### config.mk
export PLATFORM = sky130hd
export DESIGN_NAME = serial_cfg_loader
export DESIGN_NICKNAME = d
export VERILOG_FILES = /design/src/rtl/scl_pkg.sv /design/src/rtl/scl_sync2.sv /design/src/rtl/scl_timer.sv /design/src/rtl/scl_shifter.sv /design/src/rtl/serial_cfg_loader.sv
export SDC_FILE = /design/constraint.sdc
export NUM_CORES = 1
export LEC_CHECK = 0
export BUFFER_PORTS_ARGS = -buffer_cell sky130_fd_sc_hd__buf_4
export CELL_PAD_IN_SITES_DETAIL_PLACEMENT = 0
export CELL_PAD_IN_SITES_GLOBAL_PLACEMENT = 1
export CORE_MARGIN = 5
export CORE_UTILIZATION = 47
export DETAILED_ROUTE_END_ITERATION = 16
export PLACE_DENSITY = 0.85
export SYNTH_ARGS = -nofsm -noshare
export SYNTH_HDL_FRONTEND = slang
export SYNTH_SLANG_ARGS = --single-unit
### constraint.sdc
create_clock -name clk -period 5.6 [get_ports clk]
set_input_delay 0.84 -clock clk [delete_from_list [all_inputs] [get_ports clk]]
set_output_delay 0.84 -clock clk [all_outputs]
set_load 0.005 [all_outputs]
### src/rtl/scl_pkg.sv
// Shared types and constants for the serial configuration loader.
package scl_pkg;

    // Controller states
    typedef enum logic [3:0] {
        ST_IDLE,
        ST_SCAN,
        ST_HDR,
        ST_LENCHK,
        ST_PROG,
        ST_CLEAR,
        ST_FEED,
        ST_SHIFT,
        ST_SETTLE
    } scl_state_e;

    // Result codes reported in the status register
    typedef enum logic [2:0] {
        RC_OK      = 3'd0,
        RC_NOSYNC  = 3'd1,
        RC_BADHDR  = 3'd2,
        RC_SHORT   = 3'd3,
        RC_NOCLEAR = 3'd4,
        RC_BUSY    = 3'd5
    } scl_code_e;

    localparam int          HDR_BYTES  = 4;
    localparam int          CNT_BYTE_W = 21;
    localparam logic [7:0]  SYNC_BYTE  = 8'hFF;
    localparam logic [3:0]  HDR_TAG    = 4'h2;

endpackage

### src/rtl/scl_sync2.sv
// Two-flop synchroniser for the asynchronous DONE input.
// Assumes the input changes slowly compared with the clock.
module scl_sync2 (
    input  logic clk,
    input  logic rst_n,
    input  logic async_in,
    output logic sync_out
);
    logic meta_q;
    logic sync_q;

    // Purpose: move async_in into the clk domain through two stages
    always_ff @(posedge clk) begin
        if (!rst_n) begin
            meta_q <= 1'b0;
            sync_q <= 1'b0;
        end else begin
            meta_q <= async_in;
            sync_q <= meta_q;
        end
    end

    assign sync_out = sync_q;
endmodule

### src/rtl/scl_timer.sv
// Down-counting wait timer. A load sets the count. The zero flag rises
// after val further cycles. Assumes loaded values are at least 1.
module scl_timer #(
    parameter int W = 8
) (
    input  logic         clk,
    input  logic         rst_n,
    input  logic         load,
    input  logic [W-1:0] val,
    output logic         zero
);
    logic [W-1:0] cnt_q;

    // Purpose: load or decrement the wait counter
    always_ff @(posedge clk) begin
        if (!rst_n) begin
            cnt_q <= '0;
        end else if (load) begin
            cnt_q <= val;
        end else if (cnt_q != '0) begin
            cnt_q <= cnt_q - 1'b1;
        end
    end

    assign zero = (cnt_q == '0);
endmodule

### src/rtl/scl_shifter.sv
// Serialises one byte MSB first in four equal write slots per bit:
// slot 0 sets data with the clock low, slots 1-2 hold the clock high,
// and slot 3 returns it low. Data changes only at slot 0 boundaries.
// Assumes load is only asserted while active is low.
module scl_shifter #(
    parameter int SLOT_CYC = 4
) (
    input  logic       clk,
    input  logic       rst_n,
    input  logic       load,
    input  logic [7:0] byte_in,
    output logic       cclk,
    output logic       din,
    output logic       active,
    output logic       byte_end
);
    localparam int SC_W = (SLOT_CYC > 1) ? $clog2(SLOT_CYC) : 1;
    localparam logic [SC_W-1:0] SC_LAST = SC_W'(SLOT_CYC - 1);

    logic            act_q;
    logic [7:0]      sh_q;
    logic            din_q;
    logic [1:0]      ph_q;
    logic [SC_W-1:0] sc_q;
    logic [2:0]      bidx_q;

    // Purpose: step slot counter, phase and bit index; shift the byte
    always_ff @(posedge clk) begin
        if (!rst_n) begin
            act_q  <= 1'b0;
            sh_q   <= '0;
            din_q  <= 1'b0;
            ph_q   <= '0;
            sc_q   <= '0;
            bidx_q <= '0;
        end else if (load) begin
            act_q  <= 1'b1;
            sh_q   <= byte_in;
            din_q  <= byte_in[7];
            ph_q   <= '0;
            sc_q   <= '0;
            bidx_q <= '0;
        end else if (act_q) begin
            if (sc_q == SC_LAST) begin
                sc_q <= '0;
                if (ph_q == 2'd3) begin
                    ph_q <= '0;
                    if (bidx_q == 3'd7) begin
                        act_q <= 1'b0;
                    end else begin
                        bidx_q <= bidx_q + 1'b1;
                        sh_q   <= {sh_q[6:0], 1'b0};
                        din_q  <= sh_q[6];
                    end
                end else begin
                    ph_q <= ph_q + 1'b1;
                end
            end else begin
                sc_q <= sc_q + 1'b1;
            end
        end
    end

    assign cclk     = act_q && ((ph_q == 2'd1) || (ph_q == 2'd2));
    assign din      = act_q & din_q;
    assign active   = act_q;
    assign byte_end = act_q && (sc_q == SC_LAST) && (ph_q == 2'd3) && (bidx_q == 3'd7);
endmodule

### src/rtl/serial_cfg_loader.sv
// Slave-serial FPGA configuration loader. It finds the sync byte in the
// incoming image, validates and buffers the four header bytes, checks
// the packed length against the image length, pulses PROGRAM, waits for
// the clear, and shifts the sync byte, the buffered header and the rest
// of the stream out. It finishes with a DONE check. Assumes every wait
// parameter is at least 1 and image_len stays stable during a run
// (it is latched at start anyway).
module serial_cfg_loader
    import scl_pkg::*;
#(
    parameter int LEN_W           = 24,
    parameter int PROG_LOW_CYC    = 16,
    parameter int CLEAR_WAIT_CYC  = 6250000,
    parameter int SETTLE_WAIT_CYC = 12500000,
    parameter int SLOT_CYC        = 4
) (
    input  logic             clk,
    input  logic             rst_n,
    input  logic             start,
    input  logic [LEN_W-1:0] image_len,
    input  logic [7:0]       in_data,
    input  logic             in_valid,
    output logic             in_ready,
    output logic             cfg_prog_n,
    output logic             cfg_cclk,
    output logic             cfg_din,
    input  logic             cfg_done,
    output logic             busy,
    output logic             stat_done,
    output logic [2:0]       stat_code
);
    localparam int WAIT_MAX1 = (CLEAR_WAIT_CYC > SETTLE_WAIT_CYC) ? CLEAR_WAIT_CYC : SETTLE_WAIT_CYC;
    localparam int WAIT_MAX  = (WAIT_MAX1 > PROG_LOW_CYC) ? WAIT_MAX1 : PROG_LOW_CYC;
    localparam int TW        = $clog2(WAIT_MAX + 1);
    localparam int SUM_W     = ((LEN_W > CNT_BYTE_W) ? LEN_W : CNT_BYTE_W) + 1;
    localparam logic [2:0] REPLAY_N = 3'(HDR_BYTES + 1);

    scl_state_e       st_q;
    logic [LEN_W-1:0] len_q;
    logic [LEN_W-1:0] taken_q;
    logic [LEN_W-1:0] ffpos_q;
    logic [7:0]       hdr_q [HDR_BYTES];
    logic [1:0]       hidx_q;
    logic [2:0]       ridx_q;
    logic             sdone_q;
    logic [2:0]       code_q;

    logic                  done_s;
    logic                  tmr_load;
    logic [TW-1:0]         tmr_val;
    logic                  tmr_zero;
    logic                  ser_load;
    logic [7:0]            ser_byte;
    logic                  ser_cclk;
    logic                  ser_din;
    logic                  ser_active;
    logic                  ser_end;
    logic                  more;
    logic                  replay_pend;
    logic [7:0]            replay_byte;
    logic [CNT_BYTE_W-1:0] cfg_bytes;
    logic [SUM_W-1:0]      need_len;
    logic                  too_short;
    logic                  rdy;

    scl_sync2 u_done_sync (
        .clk      (clk),
        .rst_n    (rst_n),
        .async_in (cfg_done),
        .sync_out (done_s)
    );

    scl_timer #(.W(TW)) u_timer (
        .clk   (clk),
        .rst_n (rst_n),
        .load  (tmr_load),
        .val   (tmr_val),
        .zero  (tmr_zero)
    );

    scl_shifter #(.SLOT_CYC(SLOT_CYC)) u_shift (
        .clk      (clk),
        .rst_n    (rst_n),
        .load     (ser_load),
        .byte_in  (ser_byte),
        .cclk     (ser_cclk),
        .din      (ser_din),
        .active   (ser_active),
        .byte_end (ser_end)
    );

    assign more        = (taken_q != len_q);
    assign replay_pend = (ridx_q < REPLAY_N);
    assign cfg_bytes   = {hdr_q[0][3:0], hdr_q[1], hdr_q[2], hdr_q[3][7]};
    assign need_len    = SUM_W'(ffpos_q) + SUM_W'(cfg_bytes);
    assign too_short   = (need_len > SUM_W'(len_q));

    // Purpose: select the buffered byte for the current replay slot
    always_comb begin
        case (ridx_q)
            3'd0:    replay_byte = SYNC_BYTE;
            3'd1:    replay_byte = hdr_q[0];
            3'd2:    replay_byte = hdr_q[1];
            3'd3:    replay_byte = hdr_q[2];
            default: replay_byte = hdr_q[3];
        endcase
    end

    // Purpose: decode handshake, shifter load and timer load per state
    always_comb begin
        rdy      = 1'b0;
        ser_load = 1'b0;
        ser_byte = in_data;
        tmr_load = 1'b0;
        tmr_val  = '0;
        case (st_q)
            ST_SCAN, ST_HDR: rdy = more;
            ST_LENCHK: begin
                if (!too_short) begin
                    tmr_load = 1'b1;
                    tmr_val  = TW'(PROG_LOW_CYC);
                end
            end
            ST_PROG: begin
                if (tmr_zero) begin
                    tmr_load = 1'b1;
                    tmr_val  = TW'(CLEAR_WAIT_CYC);
                end
            end
            ST_FEED: begin
                if (replay_pend) begin
                    ser_load = 1'b1;
                    ser_byte = replay_byte;
                end else if (more) begin
                    rdy      = 1'b1;
                    ser_load = in_valid;
                end else begin
                    tmr_load = 1'b1;
                    tmr_val  = TW'(SETTLE_WAIT_CYC);
                end
            end
            default: ;
        endcase
    end

    // Purpose: sequence the load and hold the status register
    always_ff @(posedge clk) begin
        if (!rst_n) begin
            st_q    <= ST_IDLE;
            len_q   <= '0;
            taken_q <= '0;
            ffpos_q <= '0;
            hidx_q  <= '0;
            ridx_q  <= '0;
            sdone_q <= 1'b0;
            code_q  <= RC_OK;
            for (int i = 0; i < HDR_BYTES; i++) hdr_q[i] <= '0;
        end else begin
            case (st_q)
                ST_IDLE: begin
                    if (start) begin
                        len_q   <= image_len;
                        taken_q <= '0;
                        sdone_q <= 1'b0;
                        code_q  <= RC_OK;
                        st_q    <= ST_SCAN;
                    end
                end
                ST_SCAN: begin
                    if (!more) begin
                        st_q    <= ST_IDLE;
                        sdone_q <= 1'b1;
                        code_q  <= RC_NOSYNC;
                    end else if (in_valid) begin
                        taken_q <= taken_q + 1'b1;
                        if (in_data == SYNC_BYTE) begin
                            ffpos_q <= taken_q;
                            hidx_q  <= '0;
                            st_q    <= ST_HDR;
                        end
                    end
                end
                ST_HDR: begin
                    if (!more) begin
                        st_q    <= ST_IDLE;
                        sdone_q <= 1'b1;
                        code_q  <= RC_BADHDR;
                    end else if (in_valid) begin
                        hdr_q[hidx_q] <= in_data;
                        taken_q       <= taken_q + 1'b1;
                        if ((hidx_q == 2'd0) && (in_data[7:4] != HDR_TAG)) begin
                            st_q    <= ST_IDLE;
                            sdone_q <= 1'b1;
                            code_q  <= RC_BADHDR;
                        end else if (hidx_q == 2'd3) begin
                            st_q <= ST_LENCHK;
                        end else begin
                            hidx_q <= hidx_q + 1'b1;
                        end
                    end
                end
                ST_LENCHK: begin
                    if (too_short) begin
                        st_q    <= ST_IDLE;
                        sdone_q <= 1'b1;
                        code_q  <= RC_SHORT;
                    end else begin
                        st_q <= ST_PROG;
                    end
                end
                ST_PROG: begin
                    if (tmr_zero) st_q <= ST_CLEAR;
                end
                ST_CLEAR: begin
                    if (tmr_zero) begin
                        if (done_s) begin
                            st_q    <= ST_IDLE;
                            sdone_q <= 1'b1;
                            code_q  <= RC_NOCLEAR;
                        end else begin
                            ridx_q <= '0;
                            st_q   <= ST_FEED;
                        end
                    end
                end
                ST_FEED: begin
                    if (replay_pend) begin
                        ridx_q <= ridx_q + 1'b1;
                        st_q   <= ST_SHIFT;
                    end else if (more) begin
                        if (in_valid) begin
                            taken_q <= taken_q + 1'b1;
                            st_q    <= ST_SHIFT;
                        end
                    end else begin
                        st_q <= ST_SETTLE;
                    end
                end
                ST_SHIFT: begin
                    if (ser_end) st_q <= ST_FEED;
                end
                ST_SETTLE: begin
                    if (tmr_zero) begin
                        st_q    <= ST_IDLE;
                        sdone_q <= 1'b1;
                        code_q  <= done_s ? RC_OK : RC_BUSY;
                    end
                end
                default: st_q <= ST_IDLE;
            endcase
        end
    end

    assign in_ready   = rdy;
    assign cfg_prog_n = (st_q != ST_PROG);
    assign cfg_cclk   = ser_cclk;
    assign cfg_din    = ser_din & ser_active;
    assign busy       = (st_q != ST_IDLE);
    assign stat_done  = sdone_q;
    assign stat_code  = code_q;
endmodule

==> results of run 1 <==
[sequential cells by signal, summed over array words and instances (netlist names), 2 cells and up]
| register | cells |
|---|---|
| len_q | 24 |
| u_shift.sc_q | 2 |
| st_q | 4 |
| ridx_q | 3 |
| ffpos_q | 24 |
| u_shift.bidx_q | 3 |
| hidx_q | 2 |
| u_shift.sh_q | 7 |
| taken_q | 24 |
| stat_code | 3 |
| hdr_q | 32 |
| u_timer.cnt_q | 24 |
| u_shift.ph_q | 2 |
[cell usage after synthesis (7+ instances only)]
| master | count | area [µm²] |
|---|---|---|
| nor2_1 | 66 | 248 |
| mux2i_1 | 17 | 170 |
| xor2_1 | 39 | 342 |
| ha_1 | 59 | 738 |
| o22ai_1 | 13 | 81.3 |
| nor3_1 | 35 | 175 |
| a21oi_1 | 105 | 526 |
| and2_1 | 37 | 231 |
| edfxtp_1 | 32 | 961 |
| nand3_1 | 27 | 135 |
| a211oi_1 | 18 | 135 |
| dfxtp_1 | 127 | 2540 |
| clkbuf_1 | 41 | 154 |
| buf_2 | 11 | 55.1 |
| nand2b_1 | 8 | 50.1 |
| xnor2_1 | 31 | 272 |
| nand2_1 | 164 | 616 |
| o21ai_1 | 7 | 35.0 |
| o21a_1 | 10 | 75.1 |
| a222oi_1 | 8 | 80.1 |
| nor4_1 | 17 | 106 |
| o31ai_1 | 19 | 143 |
| inv_1 | 68 | 255 |
| o21ai_0 | 35 | 175 |
| and3_1 | 10 | 62.6 |
| nor2b_1 | 7 | 43.8 |
| nand4_1 | 14 | 87.6 |
| or3_1 | 21 | 131 |
[worst reg2reg max path, delay by kind of cell (launching register included)]
kind | cells | cell delay (ps)
flops | 1 | 390
fa+ha+maj | 2 | 700
buf+inv | 1 | 280
compound gates | 11 | 2990
simple gates | 2 | 620
[power groups by stage]
stage	registers, mW	logic [mW]	clock network, mW
detailed placement	1.42	0.909	0
global placement	1.42	0.901	0
CTS	1.39	0.916	1.26
global route	1.41	1.03	1.31
finish	1.39	0.916	1.25
floorplan	1.36	0.714	0
[worst max path at each step]
stage	from	endpoint	slack (ps)	cells past startpoint
finish	hdr_q[2][2]$_SDFFCE_PN0P_	u_timer.cnt_q[9]$_SDFFE_PN0P_	510	16
CTS	hdr_q[2][2]$_SDFFCE_PN0P_	u_timer.cnt_q[9]$_SDFFE_PN0P_	590	16
global route	hdr_q[2][2]$_SDFFCE_PN0P_	u_timer.cnt_q[16]$_SDFFE_PN0P_	170	16
floorplan	hdr_q[2][3]$_SDFFCE_PN0P_	u_timer.cnt_q[10]$_SDFFE_PN0P_	1360	16
detailed placement	hdr_q[2][2]$_SDFFCE_PN0P_	u_timer.cnt_q[14]$_SDFFE_PN0P_	610	16
global placement	hdr_q[2][2]$_SDFFCE_PN0P_	u_timer.cnt_q[9]$_SDFFE_PN0P_	790	16
[area by class of cell]
| class | count | area, µm² | share of cell area |
|---|---|---|---|
| multi-input cells | 853 | 5440 | 0.514 |
| flip-flops and latches | 159 | 3500 | 0.331 |
| clock buffers | 21 | 482 | 0.0456 |
| repair buffers | 55 | 413 | 0.0390 |
| well taps | 265 | 332 | 0.0314 |
| inverters | 68 | 255 | 0.0241 |
| clock inverters | 11 | 153 | 0.0144 |
[cell families (layout without fill, tap and decap cells)]
logic type | count (synthesis) | in the layout | synth area share
buffers and inverters | 123 | 155 | 0.0521
AND/OR/NAND/NOR | 432 | 432 | 0.223
adder cells (fa/ha/maj) | 60 | 60 | 0.0805
AO/OA/AOI/OAI | 274 | 274 | 0.189
multiplexers | 17 | 17 | 0.0181
XOR/XNOR | 70 | 70 | 0.0651
flip-flops | 159 | 159 | 0.372
[per-layer routing]
| metal | part of all wire | up-vias | wire length, µm |
|---|---|---|---|
| met5 | 0 | - | 0 |
| li1 | - | 4095 | - |
| met3 | 0.056 | 43 | 1410 |
| met2 | 0.46 | 239 | 11500 |
| met1 | 0.46 | 3890 | 11600 |
| met4 | 0.025 | 0 | 618 |
[per-stage QoR]
stage | worst slack [ps] | util
final | 513 | 0.540
after global placement | 794 | 0.507
after floorplan | 1360 | -
after CTS | 591 | 0.540
after detailed placement | 606 | 0.507
after global routing | 166 | 0.540
==> metrics.md, run 1 <==
| Metric | Value |
|---|---|
| Worst path required time | 5920 ps |
| Syn Inst Count | 1135 |
| Post-CTS sizing | 0 |
| Clock-pin slew on the worst setup and hold paths | 60 ps |
| Syn_nets | 1232 |
| CP arrival | 5400 ps |
| CP cell instances | ha_1 -> nand3_1 -> o22ai_1 -> o211ai_1 -> nor4b_1 -> o21ai_0 -> a211o_1 -> o311ai_0 -> ha_1 -> a211o_1 -> o32a_1 -> a2111oi_0 -> o21ai_0 -> o21ai_2 -> buf_4 -> o21ai_0 |
| Combinational power share | 0.258 |
| Area Overhead vs Synth | 12.2% |
| Hold_sp | u_done_sync.meta_q$_SDFF_PN0_ |
| Inserted Diodes | 0 |
| Initial antenna violation count | 0 |
| CORE AREA | 19600 µm² |
| CTS Buf Count | 17 |
| TritonCTS Sinks | 159 |
| Run status | completed |
| Vias | 8267 |
| Placed cells | 1400 |
| Reg2Reg Setup Slack | 510 ps |
| Setup Viol. Count Final | 0 |
| Largest stage delay on the critical path | 490 ps |
| Worst slew pin tran | 1060 ps |
| Number of enable flip-flop cells after synthesis | 32 |
| Initial Utilization | 0.481 |
| Reg-to-reg endpoint | u_timer.cnt_q[9]$_SDFFE_PN0P_ |
| Min-Delay Path Class | reg -> reg |
| Ys flop type | dfxtp_1 |
| Routability cong. | 0.881 |
| Fin cells | 1432 |
| Worst Skew | 9.18 ps |
| DR DRC count | 0 |
| Die area | 23000 µm² |
| Fin. Hold Viols | 0 |
| Synth async-reset ratio | 0 |
| Worst Reg-to-Reg Cells | 16 |
| Initial DRC count | 744 |
| Die width | 152 µm |
| Reg2reg start | hdr_q[2][2]$_SDFFCE_PN0P_ |
| I/O pin count | 46 |
| Commonest non-fill, non-tap cell in the layout | nand2_1 |
| First-pass GRT wire length | 39400 µm |
| Placed Area | 9940 µm² |
| Rows | 51 |
| Unrepaired setup endpoints after global routing | no |
| Gr ovfl total | 0 |
| Clk_lat worst skew | 440 ps |
| Internal | 2.40 mW |
| DIE HEIGHT | 152 µm |
| Top cell family by delay on the critical path | compound AO/OA/AOI/OAI gates |
| Layer with the highest usage | met2 |
| DR vias/cell | 5.77 |
| Setup TNS | 0 ps |
| Clk pwr share | 0.350 |
| Hold buffer count at CTS | 0 |
| Most frequent cells in the layout | nand2_1 (164), dfxtp_1 (127), a21oi_1 (105) |
| Critical path's slowest cell | nor4b_1 |
| CP max FO | 23 |
| Crit-path most repeated cell | o21ai_0 |
| Maximum VDD drop | 0.000318 V |
| Rel. slew slack | 0.291 |
| FMAX | 197 MHz |
| Share of layout cells above drive strength 1 | 0.0874 |
| H-tree depth | 4 |
| Fillers | 1863 |
| Synth cell types | 72 |
| Post-Syn Area per Cell | 8.30 µm² |
| DR pass1 iterations | 9 |
| WS Path Type | reg -> reg |
| Total Power | 3.55 mW |
| Number of global-route vias before repair | 7490 |
| Largest net degree at the start of global routing | 69 |
| # Post-CTS Setup Buffers | 0 |
| CP endpoint kind | flip-flop |
| Sw frac | 0.324 |
| Seq pwr share | 0.392 |
| CTS tree | done |
| Global Route Usage Sum | 0.221 |
| Slew Viols, Final | 0 |
| Mapped Area | 9420 µm² |
| Root buffer cell | clkbuf_16 |
| Met1 usage | 0.299 |
| CP Launch Type | flip-flop |
| Min Hold Slack | 436 ps |
| WL final | 25100 µm |
| Maximum root-to-sink buffer count | 2 |
| Pleak | 4.25 nW |
| Worst Hold Path EP | u_done_sync.sync_out$_SDFF_PN0_ |
| Crit path buf inv count | 1 |
| M2 GR Usage | 0.355 |
| Total Nets Final | 1251 |
| Sequential share of the synthesized area | 0.372 |
| Final Cell Area | 10600 µm² |
| Hold Path Stages | 1 |
| Power Dens Cells | 336 nW/µm² |
| Sw power | 1.15 mW |
| Post-DP HPWL | 18400 µm |
| Tmin final | 5090 ps |
| Yosys reg bits | 159 |
| YS warnings | 0 |
| Number of max-cap violations | 0 |
| Port Buffers | 45 |
| Drt wl/cell | 17.5 µm |
| Fin crit share | 0.908 |
| GR Util met3 | 0.0422 |
| Final ANT Viol Nets | 0 |
Power figures use the tool's default switching activity.
==> inputs of run 2 (changes only) <==
--- a/config.mk
+++ b/config.mk
@@ -9,9 +9,9 @@
 export CELL_PAD_IN_SITES_DETAIL_PLACEMENT = 0
 export CELL_PAD_IN_SITES_GLOBAL_PLACEMENT = 1
 export CORE_MARGIN = 5
-export CORE_UTILIZATION = 47
+export CORE_UTILIZATION = 50
 export DETAILED_ROUTE_END_ITERATION = 16
-export PLACE_DENSITY = 0.85
+export PLACE_DENSITY = 0.9
 export SYNTH_ARGS = -nofsm -noshare
 export SYNTH_HDL_FRONTEND = slang
 export SYNTH_SLANG_ARGS = --single-unit
==> constraint.sdc (replaced) <==
create_clock -name clk -period 6 [get_ports clk]
set_input_delay 0.9 -clock clk [delete_from_list [all_inputs] [get_ports clk]]
set_output_delay 0.9 -clock clk [all_outputs]
set_load 0.005 [all_outputs]
==> metrics.md, run 2 (same netlist as run 1, synthesis figures left out) <==
| Metric | Value |
|---|---|
| Routed length on met3 | 1200 µm (was 1410 µm) |
| CP max FO | 23 (unchanged) |
| Internal | 2.16 mW (was 2.40 mW) |
| Reg-to-reg endpoint | u_timer.cnt_q[7]$_SDFFE_PN0P_ (was u_timer.cnt_q[9]$_SDFFE_PN0P_) |
| TritonCTS Sinks | 159 (unchanged) |
| Routability cong. | 0.891 (was 0.881) |
| Setup TNS | 0 ps (unchanged) |
| Inserted Diodes | 0 (unchanged) |
| H-tree depth | 4 (unchanged) |
| Total Power | 3.26 mW (was 3.55 mW) |
| Port Buffers | 45 (unchanged) |
| Largest stage delay on the critical path | 410 ps (was 490 ps) |
| Fin. Hold Viols | 0 (unchanged) |
| Initial antenna violation count | 0 (unchanged) |
| Post-CTS sizing | 0 (unchanged) |
| Util after Layout | 0.562 (was 0.540) |
| Worst slew pin tran | 1150 ps (was 1060 ps) |
| Reg2Reg Setup Slack | 1160 ps (was 510 ps) |
| CP arrival | 5140 ps (was 5400 ps) |
| Number of max-cap violations | 0 (unchanged) |
| Sw frac | 0.335 (was 0.324) |
| Worst Skew | 13.2 ps (was 9.18 ps) |
| Vias | 8168 (was 8267) |
| CP startpoint | hdr_q[2][2]$_SDFFCE_PN0P_ (unchanged) |
| Fin crit share | 0.807 (was 0.908) |
| Critical path's slowest cell | edfxtp_1 (was nor4b_1) |
| Seq pwr share | 0.399 (was 0.392) |
| Placed Area | 9890 µm² (was 9940 µm²) |
| Initial DRC count | 675 (was 744) |
| DR DRC count | 0 (unchanged) |
| Combinational power share | 0.261 (was 0.258) |
| Unrepaired setup endpoints after global routing | no (unchanged) |
| CORE AREA | 18600 µm² (was 19600 µm²) |
| Worst path required time | 6300 ps (was 5920 ps) |
| Share of layout cells above drive strength 1 | 0.0858 (was 0.0874) |
| CP endpoint kind | flip-flop (unchanged) |
| Maximum VDD drop | 0.000309 V (was 0.000318 V) |
| Final ANT Viol Nets | 0 (unchanged) |
| Largest net degree at the start of global routing | 69 (unchanged) |
| Run status | completed (unchanged) |
| Post-DP HPWL | 18000 µm (was 18400 µm) |
| Max layer used | met4 (unchanged) |
| Reg2reg start | hdr_q[2][2]$_SDFFCE_PN0P_ (unchanged) |
| Met1 Routed Length | 10900 µm (was 11600 µm) |
| Most frequent cells in the layout | nand2_1 (164), dfxtp_1 (127), a21oi_1 (105) (unchanged) |
| Area Overhead vs Synth | 11.3% (was 12.2%) |
| DR pass1 iterations | 6 (was 9) |
| Most flops, register | hdr_q (unchanged) |
| CTS Buf Count | 17 (unchanged) |
| # Post-CTS Setup Buffers | 0 (unchanged) |
| Max FFs per register | 32 (unchanged) |
| Hold Path Stages | 1 (unchanged) |
| DR WL met2 | 11700 µm (was 11500 µm) |
| Clock-pin slew on the worst setup and hold paths | 70 ps (was 60 ps) |
| Commonest non-fill, non-tap cell in the layout | nand2_1 (unchanged) |
| Die width | 147 µm (was 152 µm) |
| Tmin final | 4840 ps (was 5090 ps) |
| Rel. slew slack | 0.227 (was 0.291) |
| Root buffer cell | clkbuf_16 (unchanged) |
| Die area | 21700 µm² (was 23000 µm²) |
| Drt wl/cell | 17.4 µm (was 17.5 µm) |
| Clk_lat worst skew | 440 ps (about the same) |
| Number of global-route vias before repair | 7555 (was 7490) |
| Gr ovfl total | 0 (unchanged) |
| Global Route Usage Sum | 0.225 (was 0.221) |
| Min-Delay Path Class | reg -> reg (unchanged) |
| WL final | 24400 µm (was 25100 µm) |
| WS Path Type | reg -> reg (unchanged) |
| Rows | 50 (was 51) |
| DIE HEIGHT | 147 µm (was 152 µm) |
| Final Cell Area | 10500 µm² (was 10600 µm²) |
| Crit path to | u_timer.cnt_q[7]$_SDFFE_PN0P_ (was u_timer.cnt_q[9]$_SDFFE_PN0P_) |
| CTS tree | done (unchanged) |
| First-pass GRT wire length | 39200 µm (was 39400 µm) |
| Maximum root-to-sink buffer count | 2 (unchanged) |
| CP Launch Type | flip-flop (unchanged) |
| Pleak | 4.23 nW (was 4.25 nW) |
| Hold buffer count at CTS | 0 (unchanged) |
| Initial Utilization | 0.505 (was 0.481) |
| Total Nets Final | 1249 (was 1251) |
| Slew Viols, Final | 0 (unchanged) |
| CP cell instances | ha_1 -> nand3_1 -> o22ai_1 -> o211ai_1 -> nor4b_1 -> o21ai_0 -> a211o_1 -> o311ai_0 -> ha_1 -> a211o_1 -> o32a_1 -> a2111oi_0 -> o21ai_0 -> o21ai_2 -> buf_4 -> nor3_1 (was ha_1 -> nand3_1 -> o22ai_1 -> o211ai_1 -> nor4b_1 -> o21ai_0 -> a211o_1 -> o311ai_0 -> ha_1 -> a211o_1 -> o32a_1 -> a2111oi_0 -> o21ai_0 -> o21ai_2 -> buf_4 -> o21ai_0) |
| Setup Viol. Count Final | 0 (unchanged) |
| I/O pin count | 46 (unchanged) |
| FMAX | 207 MHz (was 197 MHz) |
| Clk pwr share | 0.341 (was 0.350) |
| Fillers | 1749 (was 1863) |
| DR vias/cell | 5.84 (was 5.77) |
| Power Dens Cells | 311 nW/µm² (was 336 nW/µm²) |
| Worst Reg-to-Reg Cells | 16 (unchanged) |
| Sw power | 1.09 mW (was 1.15 mW) |
==> run 2: cell count changes in the layout (fill, tap and decap cells not counted), sizes merged <==
cell,before,now
buf,55,53
bufinv,3,2
clkbuf,21,18
clkinvlp,3,1
inv,70,76
==> run 2: area by class of cell <==
class | instances | area, µm² | area share
Clock buffer | 18 | 429 | 0.0409
Clock inverter | 14 | 170 | 0.0162
Inverter | 68 | 255 | 0.0243
Multi-Input combinational cell | 853 | 5440 | 0.519
Sequential cell | 159 | 3500 | 0.334
Tap cell | 234 | 293 | 0.0279
Timing Repair Buffer | 53 | 398 | 0.0379
==> run 2: worst min path at each step <==
stage | start | endpoint | slack, ps
finish | u_done_sync.meta_q$_SDFF_PN0_ | u_done_sync.sync_out$_SDFF_PN0_ | 450
global route | u_done_sync.meta_q$_SDFF_PN0_ | u_done_sync.sync_out$_SDFF_PN0_ | 480
CTS | u_done_sync.meta_q$_SDFF_PN0_ | u_done_sync.sync_out$_SDFF_PN0_ | 450
detailed placement | u_done_sync.meta_q$_SDFF_PN0_ | u_done_sync.sync_out$_SDFF_PN0_ | 440
global placement | u_done_sync.meta_q$_SDFF_PN0_ | u_done_sync.sync_out$_SDFF_PN0_ | 420
floorplan | u_done_sync.meta_q$_SDFF_PN0_ | u_done_sync.sync_out$_SDFF_PN0_ | 410
==> run 2: power groups by stage <==
| stage | Sequential (mW) | Combinational [mW] | Clock, mW |
|---|---|---|---|
| floorplan | 1.27 | 0.666 | 0 |
| global placement | 1.32 | 0.833 | 0 |
| detailed placement | 1.32 | 0.842 | 0 |
| CTS | 1.30 | 0.849 | 1.13 |
| global route | 1.31 | 0.953 | 1.18 |
| finish | 1.30 | 0.849 | 1.11 |
==> run 2: metal layers <==
layer,up-vias,global-route usage
met5,-,0
met4,0,0.0755
met3,38,0.0457
met2,224,0.377
met1,3820,0.290
li1,4086,-
==> run 2: per-stage QoR <==
| step | cells | setup slack (ps) | hold slack (ps) |
|---|---|---|---|
| finish | 1399 | 1160 | 446 |
| global route | 1399 | 836 | 479 |
| CTS | 1399 | 1190 | 452 |
| detailed placement | 1367 | 1210 | 436 |
| global placement | 1367 | 1320 | 420 |
| floorplan | 1135 | 1760 | 412 |
==> run 2: worst max-delay path: cells and delay by family, from the launching register on <==
| family | cells | cell delay (ps) |
|---|---|---|
| fa+ha+maj | 2 | 740 |
| compound gates | 10 | 2740 |
| simple gates | 3 | 540 |
| buf+inv | 1 | 280 |
| flops | 1 | 410 |
